--- config.mk ---
export PLATFORM = sky130hd
export DESIGN_NAME = byte_exec_unit
export DESIGN_NICKNAME = d
export VERILOG_FILES = /design/src/rtl/bxu_pkg.sv /design/src/rtl/bxu_shift.sv /design/src/rtl/bxu_sub.sv /design/src/rtl/bxu_logic.sv /design/src/rtl/bxu_core.sv /design/src/rtl/byte_exec_unit.sv
export SDC_FILE = /design/constraint.sdc
export NUM_CORES = 1
export LEC_CHECK = 0
export ABC_AREA = 1
export BUFFER_PORTS_ARGS = -buffer_cell sky130_fd_sc_hd__buf_2
export CORE_ASPECT_RATIO = 0.8
export CORE_MARGIN = 4
export CORE_UTILIZATION = 55
export DETAILED_ROUTE_END_ITERATION = 16
export PLACE_DENSITY = 0.81
export SKIP_LAST_GASP = 1
export SLEW_MARGIN = 20
export SYNTH_ARGS = -nofsm -noshare
export SYNTH_HDL_FRONTEND = slang
export SYNTH_SLANG_ARGS = --single-unit
--- constraint.sdc ---
create_clock -name clk -period 3.2 [get_ports clk]
set_clock_uncertainty 0.1 [all_clocks]
set_input_delay 0.32 -clock clk [delete_from_list [all_inputs] [get_ports clk]]
set_output_delay 0.32 -clock clk [all_outputs]
set_load 0.02 [all_outputs]
--- src/rtl/bxu_pkg.sv ---
// Package: shared operation codes and flag layout for the byte execution unit.
// Assumes: flag vectors are always {C,Z,S,V,D,H}, with C in the top bit.
package bxu_pkg;

    localparam int OPW    = 4;
    localparam int NFLAGS = 6;

    // Operation codes; the subtract and test codes match the two-operand group nibble
    localparam logic [OPW-1:0] OP_CLRC = 4'h0;
    localparam logic [OPW-1:0] OP_SETC = 4'h1;
    localparam logic [OPW-1:0] OP_SUB  = 4'h2;
    localparam logic [OPW-1:0] OP_SBC  = 4'h3;
    localparam logic [OPW-1:0] OP_ROL  = 4'h4;
    localparam logic [OPW-1:0] OP_ROLC = 4'h5;
    localparam logic [OPW-1:0] OP_TSTC = 4'h6;
    localparam logic [OPW-1:0] OP_TST  = 4'h7;
    localparam logic [OPW-1:0] OP_ROR  = 4'h8;
    localparam logic [OPW-1:0] OP_RORC = 4'h9;
    localparam logic [OPW-1:0] OP_ASR  = 4'hA;
    localparam logic [OPW-1:0] OP_XOR  = 4'hB;
    localparam logic [OPW-1:0] OP_SWP  = 4'hC;

    // Bit positions inside a flag vector
    localparam int FC = 5;
    localparam int FZ = 4;
    localparam int FS = 3;
    localparam int FV = 2;
    localparam int FD = 1;
    localparam int FH = 0;

    typedef struct packed {
        logic c;
        logic z;
        logic s;
        logic v;
        logic d;
        logic h;
    } flags_t;

endpackage

--- src/rtl/bxu_shift.sv ---
// Module: rotate and arithmetic-shift unit.
// Does:    the four rotates and the arithmetic right shift, plus their flags.
// Assumes: the caller selects this output only for the rotate/shift codes;
//          for other codes the output is a harmless pass-through.
module bxu_shift
    import bxu_pkg::*;
#(
    parameter int W = 8
) (
    input  logic [OPW-1:0] op,
    input  logic [W-1:0]   dst,
    input  flags_t         fin,
    output logic [W-1:0]   res,
    output flags_t         fout
);

    localparam int MSB = W - 1;

    logic cout;

    // Form the moved value and the bit that drops out
    always_comb begin
        res  = dst;
        cout = fin.c;
        case (op)
            OP_ROL:  begin res = {dst[MSB-1:0], dst[MSB]}; cout = dst[MSB]; end
            OP_ROLC: begin res = {dst[MSB-1:0], fin.c};    cout = dst[MSB]; end
            OP_ROR:  begin res = {dst[0], dst[MSB:1]};     cout = dst[0];   end
            OP_RORC: begin res = {fin.c, dst[MSB:1]};      cout = dst[0];   end
            OP_ASR:  begin res = {dst[MSB], dst[MSB:1]};   cout = dst[0];   end
            default: ;
        endcase
    end

    // Derive flags; D and H are carried through
    always_comb begin
        fout   = fin;
        fout.c = cout;
        fout.z = ~|res;
        fout.s = res[MSB];
        fout.v = (op == OP_ASR) ? 1'b0 : (res[MSB] ^ dst[MSB]);
    end

endmodule

--- src/rtl/bxu_sub.sv ---
// Module: subtractor with borrow-in.
// Does:    dst - src - bin, with full, half and signed-overflow borrow flags.
// Assumes: bin is already gated to zero for the plain subtract.
module bxu_sub
    import bxu_pkg::*;
#(
    parameter int W = 8
) (
    input  logic [W-1:0] dst,
    input  logic [W-1:0] src,
    input  logic         bin,
    output logic [W-1:0] res,
    output flags_t       fout
);

    localparam int MSB  = W - 1;
    localparam int HALF = W / 2;

    logic [W:0]    full_diff;
    logic [HALF:0] low_diff;

    // Full-width and low-nibble differences; the top bit of each is the borrow
    always_comb begin
        full_diff = {1'b0, dst} - {1'b0, src} - {{W{1'b0}}, bin};
        low_diff  = {1'b0, dst[HALF-1:0]} - {1'b0, src[HALF-1:0]} - {{HALF{1'b0}}, bin};
    end

    // Assemble the result and every flag, D forced high
    always_comb begin
        res    = full_diff[MSB:0];
        fout.c = full_diff[W];
        fout.z = ~|full_diff[MSB:0];
        fout.s = full_diff[MSB];
        fout.v = (dst[MSB] ^ src[MSB]) & (full_diff[MSB] ^ dst[MSB]);
        fout.d = 1'b1;
        fout.h = low_diff[HALF];
    end

endmodule

--- src/rtl/bxu_logic.sv ---
// Module: bitwise unit.
// Does:    exclusive-or, nibble swap and the two mask tests.
// Assumes: the mask tests report flags only; their result output carries dst
//          and their write enable is low.
module bxu_logic
    import bxu_pkg::*;
#(
    parameter int W = 8
) (
    input  logic [OPW-1:0] op,
    input  logic [W-1:0]   dst,
    input  logic [W-1:0]   src,
    input  flags_t         fin,
    output logic [W-1:0]   res,
    output flags_t         fout,
    output logic           wr
);

    localparam int MSB  = W - 1;
    localparam int HALF = W / 2;

    logic [W-1:0] probe;

    // Choose the value to write and the value the flags describe
    always_comb begin
        res   = dst;
        probe = dst;
        wr    = 1'b0;
        case (op)
            OP_XOR:  begin res = dst ^ src; probe = dst ^ src; wr = 1'b1; end
            OP_SWP:  begin
                res   = {dst[HALF-1:0], dst[MSB:HALF]};
                probe = {dst[HALF-1:0], dst[MSB:HALF]};
                wr    = 1'b1;
            end
            OP_TST:  probe = dst & src;
            OP_TSTC: probe = ~dst & src;
            default: ;
        endcase
    end

    // Z and S from the probe; V cleared except for the swap
    always_comb begin
        fout   = fin;
        fout.z = ~|probe;
        fout.s = probe[MSB];
        if (op != OP_SWP) begin
            fout.v = 1'b0;
        end
    end

endmodule

--- src/rtl/bxu_core.sv ---
// Module: combinational core.
// Does:    runs all units in parallel and selects one by the operation code.
// Assumes: unused codes mean no operation (dst passed, flags held, no write).
module bxu_core
    import bxu_pkg::*;
#(
    parameter int W = 8
) (
    input  logic [OPW-1:0] op,
    input  logic [W-1:0]   dst,
    input  logic [W-1:0]   src,
    input  flags_t         fin,
    output logic [W-1:0]   res,
    output flags_t         fout,
    output logic           wr
);

    logic [W-1:0] sh_res, sb_res, lg_res;
    flags_t       sh_f, sb_f, lg_f;
    logic         lg_wr;
    logic         borrow_in;

    // Borrow enters only for subtract-with-borrow
    always_comb borrow_in = (op == OP_SBC) & fin.c;

    bxu_shift #(.W(W)) u_shift (
        .op(op), .dst(dst), .fin(fin), .res(sh_res), .fout(sh_f)
    );

    bxu_sub #(.W(W)) u_sub (
        .dst(dst), .src(src), .bin(borrow_in), .res(sb_res), .fout(sb_f)
    );

    bxu_logic #(.W(W)) u_logic (
        .op(op), .dst(dst), .src(src), .fin(fin),
        .res(lg_res), .fout(lg_f), .wr(lg_wr)
    );

    // Route the selected unit to the outputs
    always_comb begin
        res  = dst;
        fout = fin;
        wr   = 1'b0;
        case (op)
            OP_CLRC: fout.c = 1'b0;
            OP_SETC: fout.c = 1'b1;
            OP_SUB, OP_SBC: begin
                res = sb_res; fout = sb_f; wr = 1'b1;
            end
            OP_ROL, OP_ROLC, OP_ROR, OP_RORC, OP_ASR: begin
                res = sh_res; fout = sh_f; wr = 1'b1;
            end
            OP_XOR, OP_SWP, OP_TST, OP_TSTC: begin
                res = lg_res; fout = lg_f; wr = lg_wr;
            end
            default: ;
        endcase
    end

endmodule

--- src/rtl/byte_exec_unit.sv ---
// Module: top of the byte execution unit.
// Does:    registers the combinational core outputs once per clock.
// Assumes: synchronous active-low reset; inputs are stable around the rising edge.
module byte_exec_unit
    import bxu_pkg::*;
#(
    parameter int W = 8
) (
    input  logic              clk,
    input  logic              rst_n,
    input  logic [OPW-1:0]    op_i,
    input  logic [W-1:0]      dst_i,
    input  logic [W-1:0]      src_i,
    input  logic [NFLAGS-1:0] flags_i,
    output logic [W-1:0]      result_q,
    output logic [NFLAGS-1:0] flags_q,
    output logic              wr_q
);

    logic [W-1:0] core_res;
    flags_t       core_f;
    logic         core_wr;

    bxu_core #(.W(W)) u_core (
        .op(op_i), .dst(dst_i), .src(src_i), .fin(flags_t'(flags_i)),
        .res(core_res), .fout(core_f), .wr(core_wr)
    );

    // Output register with synchronous clear
    always_ff @(posedge clk) begin
        if (!rst_n) begin
            result_q <= '0;
            flags_q  <= '0;
            wr_q     <= 1'b0;
        end else begin
            result_q <= core_res;
            flags_q  <= core_f;
            wr_q     <= core_wr;
        end
    end

endmodule


=== Word-level counts from Yosys, hierarchy flattened ===
Cells that the tools add are included.

* Output and inout bits: 15
* Logic and storage cells: 54
* Input bits: 28
* Register bits after elaboration: 15

* Reductions and logical operators: 14
* Equal/unequal tests: 13
* Bitwise gates (word level): 9
* Add/sub/neg operators: 4
* Mux-type cells: 11

{| class="wikitable"
|+ Operators with widths
! operator !! number
|-
| $pmux 8 s5 || 1
|-
| $pmux 8 s4 || 1
|-
| $pmux 8 s3 || 1
|-
| $reduce_or 8->1 || 3
|-
| $eq 4x4->1 const B || 5
|-
| $and 8x8->8 || 2
|-
| $eq 4x3->1 const B || 4
|-
| $pmux 8 s2 || 1
|-
| $pmux 5 s3 || 1
|-
| $sub 8x8->9 || 1
|-
| $sub 9x1->9 || 1
|-
| $eq 4x2->1 const B || 2
|-
| $not 8->8 || 1
|-
| $xor 8x8->8 || 1
|-
| $reduce_or 7->1 || 1
|-
| $reduce_or 2->1 || 3
|-
| $reduce_or 5->1 || 1
|-
| $sub 4x4->5 || 1
|-
| $sub 5x1->5 || 1
|-
| $eq 4x1->1 const B || 1
|-
| $logic_not 4->1 || 1
|-
| $ne 4x4->1 const B || 1
|-
| $pmux 1 s2 || 2
|-
| $pmux 1 s4 || 1
|-
| other kinds (6) || 13
|}

=== Depth between registers and ports, before layout ===
* Depth in word-level cells: 6
* Depth in mapped cells: 18
* Depth with buffers taken out: 18

=== Hierarchy ===
A second synthesis with hierarchy kept.

* Cells, all modules: 491
* Area total of the unflattened synthesis: 2675.1 um^2

{| class="wikitable"
|+ By module, submodules not included
! module !! instances !! cells each !! area an instance (um^2) !! sequential area each (um^2)
|-
| bxu_sub || 1 || 118 || 686.9 || 0.0
|-
| bxu_core || 1 || 127 || 644.4 || 0.0
|-
| bxu_logic || 1 || 127 || 566.8 || 0.0
|-
| byte_exec_unit || 1 || 46 || 424.2 || 300.3
|-
| bxu_shift || 1 || 73 || 352.8 || 0.0
|}

=== Least setup slack after synthesis ===
OpenSTA, ideal clock, no wires.

* Path type: input to register
* Start: in op_i[3]
* End: reg flags_q[4]
* Stages on the path: 16
* Data arrival time: 2.270 ns
* Library setup time: 0.117 ns
* Path buffers: 0
* Path slack: 0.713 ns
* Data required time: 2.983 ns
* Cells stage by stage: inv_1 -> nand2_1 -> inv_1 -> nand3_1 -> fa_1 -> fa_1 -> o21ai_0 -> nand2_1 -> nand2_1 -> nand2_1 -> nand3_1 -> nor2_1 -> nand2_1 -> nand2_1 -> nor2_1 -> nor2_1

* Cells in the longest elaborated chain, start to end: 6
* Elaborated cells between the ends (all ways): 25
* Classes of those cells: 1 x add/sub; 11 x eq/ne; 3 x mux; 1 x bitwise; 9 x reduce/logical

{| class="wikitable"
|+ Ends and longest elaborated chain
! item !! RTL line !! text
|-
| start, declared || byte_exec_unit.sv:11 || <nowiki>input logic [OPW-1:0] op_i,</nowiki>
|-
| $eq 4x2->1 || bxu_core.sv:24, bxu_core.sv:44 ||
|-
| $and 1x1->1 || bxu_core.sv:24 || <nowiki>always_comb borrow_in = (op == OP_SBC) & fin.c;</nowiki>
|-
| $sub 9x1->9 || bxu_sub.sv:24 || <nowiki>full_diff = {1'b0, dst} - {1'b0, src} - {{W{1'b0}}, bin};</nowiki>
|-
| $reduce_or 8->1 || bxu_sub.sv:32 || <nowiki>fout.z = ~|full_diff[MSB:0];</nowiki>
|-
| $logic_not 1->1 || bxu_sub.sv:32 ||
|-
| $pmux 5 s3 * || bxu_core.sv:44 || <nowiki>case (op)</nowiki>
|-
| end signal, assigned || byte_exec_unit.sv:37 || <nowiki>flags_q <= core_f;</nowiki>
|-
| end, declared || byte_exec_unit.sv:16 || <nowiki>output logic [NFLAGS-1:0] flags_q,</nowiki>
|}

Mark *: on every way between the ends. The rest lies on a longest branch, timed or not.
A chain may end at the register's enable or synchronous reset.

=== Final worst setup path ===
Ends and elaborated chain as after synthesis.

==> impl_metrics.yaml <==
yosys:
  synth_largest_area_cell: "sky130_fd_sc_hd__nand2_1"
  syn-cell-area_sq_mm: 0.00199
  post_synth_top_area_share_pct: 21.5
  synth.avg_cell_area_sq_um: 5.58
  xor_and_xnor_area_share_after_synthesis_pct: 1.32
  synthTopCellsByArea: "sky130_fd_sc_hd__nand2_1 (22%), sky130_fd_sc_hd__dfxtp_1 (15%), sky130_fd_sc_hd__inv_1 (9.6%), sky130_fd_sc_hd__ha_1 (8.8%), sky130_fd_sc_hd__nand3_1 (8.6%)"
  syn_nets: 400
  area_fraction_in_compound_gates_after_synthesis_pct: 14.9
  synthesis_warning_total: 0
  dominant_combinational_cell_family_by_area_after_synthesis: "simple AND/OR/NAND/NOR gates"
  post_synth_mux_area_share_pct: 0
  ys_ff_latch: 15
  syn_inst: 356
  ys_seq_area_share_pct: 15.1
  ys_types: 35
  yosys.area_share.simple_pct: 46.7
  synth_adder_area_share_pct: 10.8
clock_tree:
  clock_tree_from_tritoncts: "done"
  post_cts_resize_count: 0
  post-cts-setup-buffer-count: 0
  cts_root_buf: "sky130_fd_sc_hd__clkbuf_8"
  cts.reportedPaths.clkPinSlew_ns: 0.05
  cts_hold_repair.buffers: 0
  cts_buffers: 3
  clock_sinks: 15
  cts_buffer_depth: 2
  cts_htree_levels: 1
setup_path:
  cp_data_required_time_ns: 3.23
  crit_path_top_delay_cell: "sky130_fd_sc_hd__fa_1"
  endpoint_kind: "register"
  crit_buf_inv: 3
  worst-endpoint-arrival_ns: 2.72
  critical_path_max_stage_delay_ns: 0.44
  crit_top_cell: "sky130_fd_sc_hd__nand2_1"
  critPathLaunchType: "input pin"
  cp_cell_sequence: "buf_2 > inv_1 > nand2_1 > inv_1 > nand3_1 > fa_1 > fa_1 > o21ai_0 > nand2_1 > nand2_1 > nand2_1 > nand3_1 > nor2_1 > nand2_1 > nand2_1 > nor2_1 > nor2_1"
  cp_top_family: "simple AND/OR/NAND/NOR gates"
  cp_max_fo: 4
  timing_worst_setup_path_type: "in -> reg"
  crit_start: "op_i[3]"
grt:
  number_of_global_route_vias_before_repair: 2077
  grt_pass1_wl_um: 9950
  grt_start_max_net_pins: 14
  globalRouteOverflowTotal: 0
  gr_util_all_layers_pct: 28.0
  antenna_found_initial: 0
die:
  floorplan.rows: 19
  dieArea_sq_mm: 0.00464
  start_util_pct: 57.6
  floorplan.die.width_um: 75.2
  fp.coreArea_sq_mm: 0.00345
  die-height_um: 61.8
  io_pins: 43
finish:
  most_common_library_cell_in_the_layout_ignoring_fill_and_taps: "sky130_fd_sc_hd__nand2_1"
  finalCoreUtilization_pct: 66.5
  area_growth_syn_to_layout_pct: 15.4
  layout.cells.most_common_list: "sky130_fd_sc_hd__nand2_1 (114), sky130_fd_sc_hd__inv_1 (51), sky130_fd_sc_hd__buf_2 (42)"
  drive_above_1_share_pct: 16.0
  nets: 446
  multiInputGateArea_sq_mm: 0.00146
  ff_latch_area_sq_um: 300
  fillerInstances: 355
  ant_cells: 0
sta:
  fin_crit_sh_pct: 84.0
  tns_ns: 0
  maxClockFrequency_mhz: 372
  finalSetupViolations: 0
  max-slew-margin-rel_pct: 66.3
  timing.final.max_slew_violations: 0
  timing.final.crit_period_ns: 2.69
  setup_repair_after_global_routing_missed_its_margin: "false"
  final_hold_fails: 0
  worst_slew_pin_slew_ns: 0.504
power:
  part_of_the_power_in_registers_pct: 28.8
  switching_share_pct: 42.3
  powerDensity_mw_per_mm2: 316
  cellLeakagePower_uw: 0.00132
  p_comb_share_pct: 51.5
  power.switching_uw: 306
  pwr-share-clk_pct: 19.7
  intPower_uw: 418
  vdd.ir_drop.worst_v: 0.000178
drt:
  first_drt_pass_iteration_count: 5
  drt-total-wl_um: 6150
  detail_route.drc_violations: 0
  wire_per_inst_um: 13.9
  vias: 2439
  ant_nets: 0
  vias_per_cell: 5.51
  drt_iter0_drc: 247
placed_design:
  port-buffer-count: 42
  gpl.final_weighted_congestion: 0.985
  hpwl_um: 5170
job:
  max_cap_violations: 0
min_path:
  min-delay-path-class: "in -> reg"
  min_from: "flags_i[1]"
run_status:
  status: "finished, final reports clean"
==> layout make-up <==
type	instances	share of cell area, %
clock buffer	4	1.96
inverter	56	9.33
multi-input combinational	283	63.8
sequential	15	13.1
tap	42	2.29
timing repair buffer	43	9.49
==> flip-flops by register name (all words and copies together) (netlist names) <==
signal,flops
flags_q,6
wr_q,1
result_q,8
==> Yosys cell counts <==
cell                          n
sky130_fd_sc_hd__a21oi_1     21
sky130_fd_sc_hd__xor2_1       1
sky130_fd_sc_hd__nand2_1    114
sky130_fd_sc_hd__ha_1        14
sky130_fd_sc_hd__o211ai_1     1
sky130_fd_sc_hd__a21o_1       2
sky130_fd_sc_hd__nor2_2       4
sky130_fd_sc_hd__nor3_1       2
sky130_fd_sc_hd__inv_1       51
sky130_fd_sc_hd__o21bai_1     2
sky130_fd_sc_hd__nor4_1       1
sky130_fd_sc_hd__nand3_1     34
sky130_fd_sc_hd__o21ai_0     16
sky130_fd_sc_hd__clkbuf_1     1
sky130_fd_sc_hd__inv_2        2
sky130_fd_sc_hd__nand3b_1     2
sky130_fd_sc_hd__nor2_1      40
sky130_fd_sc_hd__o21ai_1      2
sky130_fd_sc_hd__dfxtp_1     15
sky130_fd_sc_hd__o31ai_1      2
sky130_fd_sc_hd__a31oi_1      3
sky130_fd_sc_hd__nand2_2      3
sky130_fd_sc_hd__o22ai_1      2
sky130_fd_sc_hd__o2111ai_1    1
sky130_fd_sc_hd__a211oi_1     1
sky130_fd_sc_hd__nand4_1      3
sky130_fd_sc_hd__nand2_4      5
sky130_fd_sc_hd__clkinv_2     1
sky130_fd_sc_hd__inv_4        1
sky130_fd_sc_hd__or2_0        1
sky130_fd_sc_hd__xnor2_1      2
sky130_fd_sc_hd__nor2_4       2
sky130_fd_sc_hd__fa_1         2
sky130_fd_sc_hd__buf_2        1
sky130_fd_sc_hd__clkinv_1     1
==> final timing paths <==
path | endpoint | slack (ns) | depth (start not counted)
worst max-delay path | flags_q[4] | 0.51 | 17
worst min-delay path | flags_q[1] | 0.20 | 3
==> stage by stage <==
step | hold WS, ns | std cells | power [uW] | area, sq um | worst slack [ns]
finish | 0.201 | 443 | 725 | 2290 | 0.511
CTS | 0.198 | 443 | 722 | 2290 | 0.572
detailed placement | 0.447 | 439 | 578 | 2250 | 0.316
global route | 0.220 | 443 | 787 | 2290 | 0.362
floorplan | 0.318 | 356 | 467 | 1990 | 0.713
global placement | 0.429 | 439 | 576 | 2250 | 0.374
==> routing by layer <==
metal / global-route usage [%] / vias up / wire length [um]
li1: - / 1231 / -
met1: 43.1 / 1034 / 2860
met3: 0.965 / 16 / 672
met2: 42.2 / 158 / 2480
met5: 0 / - / 0
met4: 8.73 / 0 / 135
==> power groups by stage <==
stage	Clock [uW]	Sequential (uW)	Combinational, uW
after floorplan	0	239	228
after global placement	0	213	363
after detailed placement	0	213	365
after CTS	146	209	366
after global routing	157	211	418
final	143	209	373
==> cell families after synthesis <==
| kind of cell | count (synthesis) |
|---|---|
| xor+xnor | 3 |
| simple gates | 211 |
| fa+ha+maj | 16 |
| buf+inv | 58 |
| flops | 15 |
| compound gates | 53 |
(Power assumes the default switching activity.)
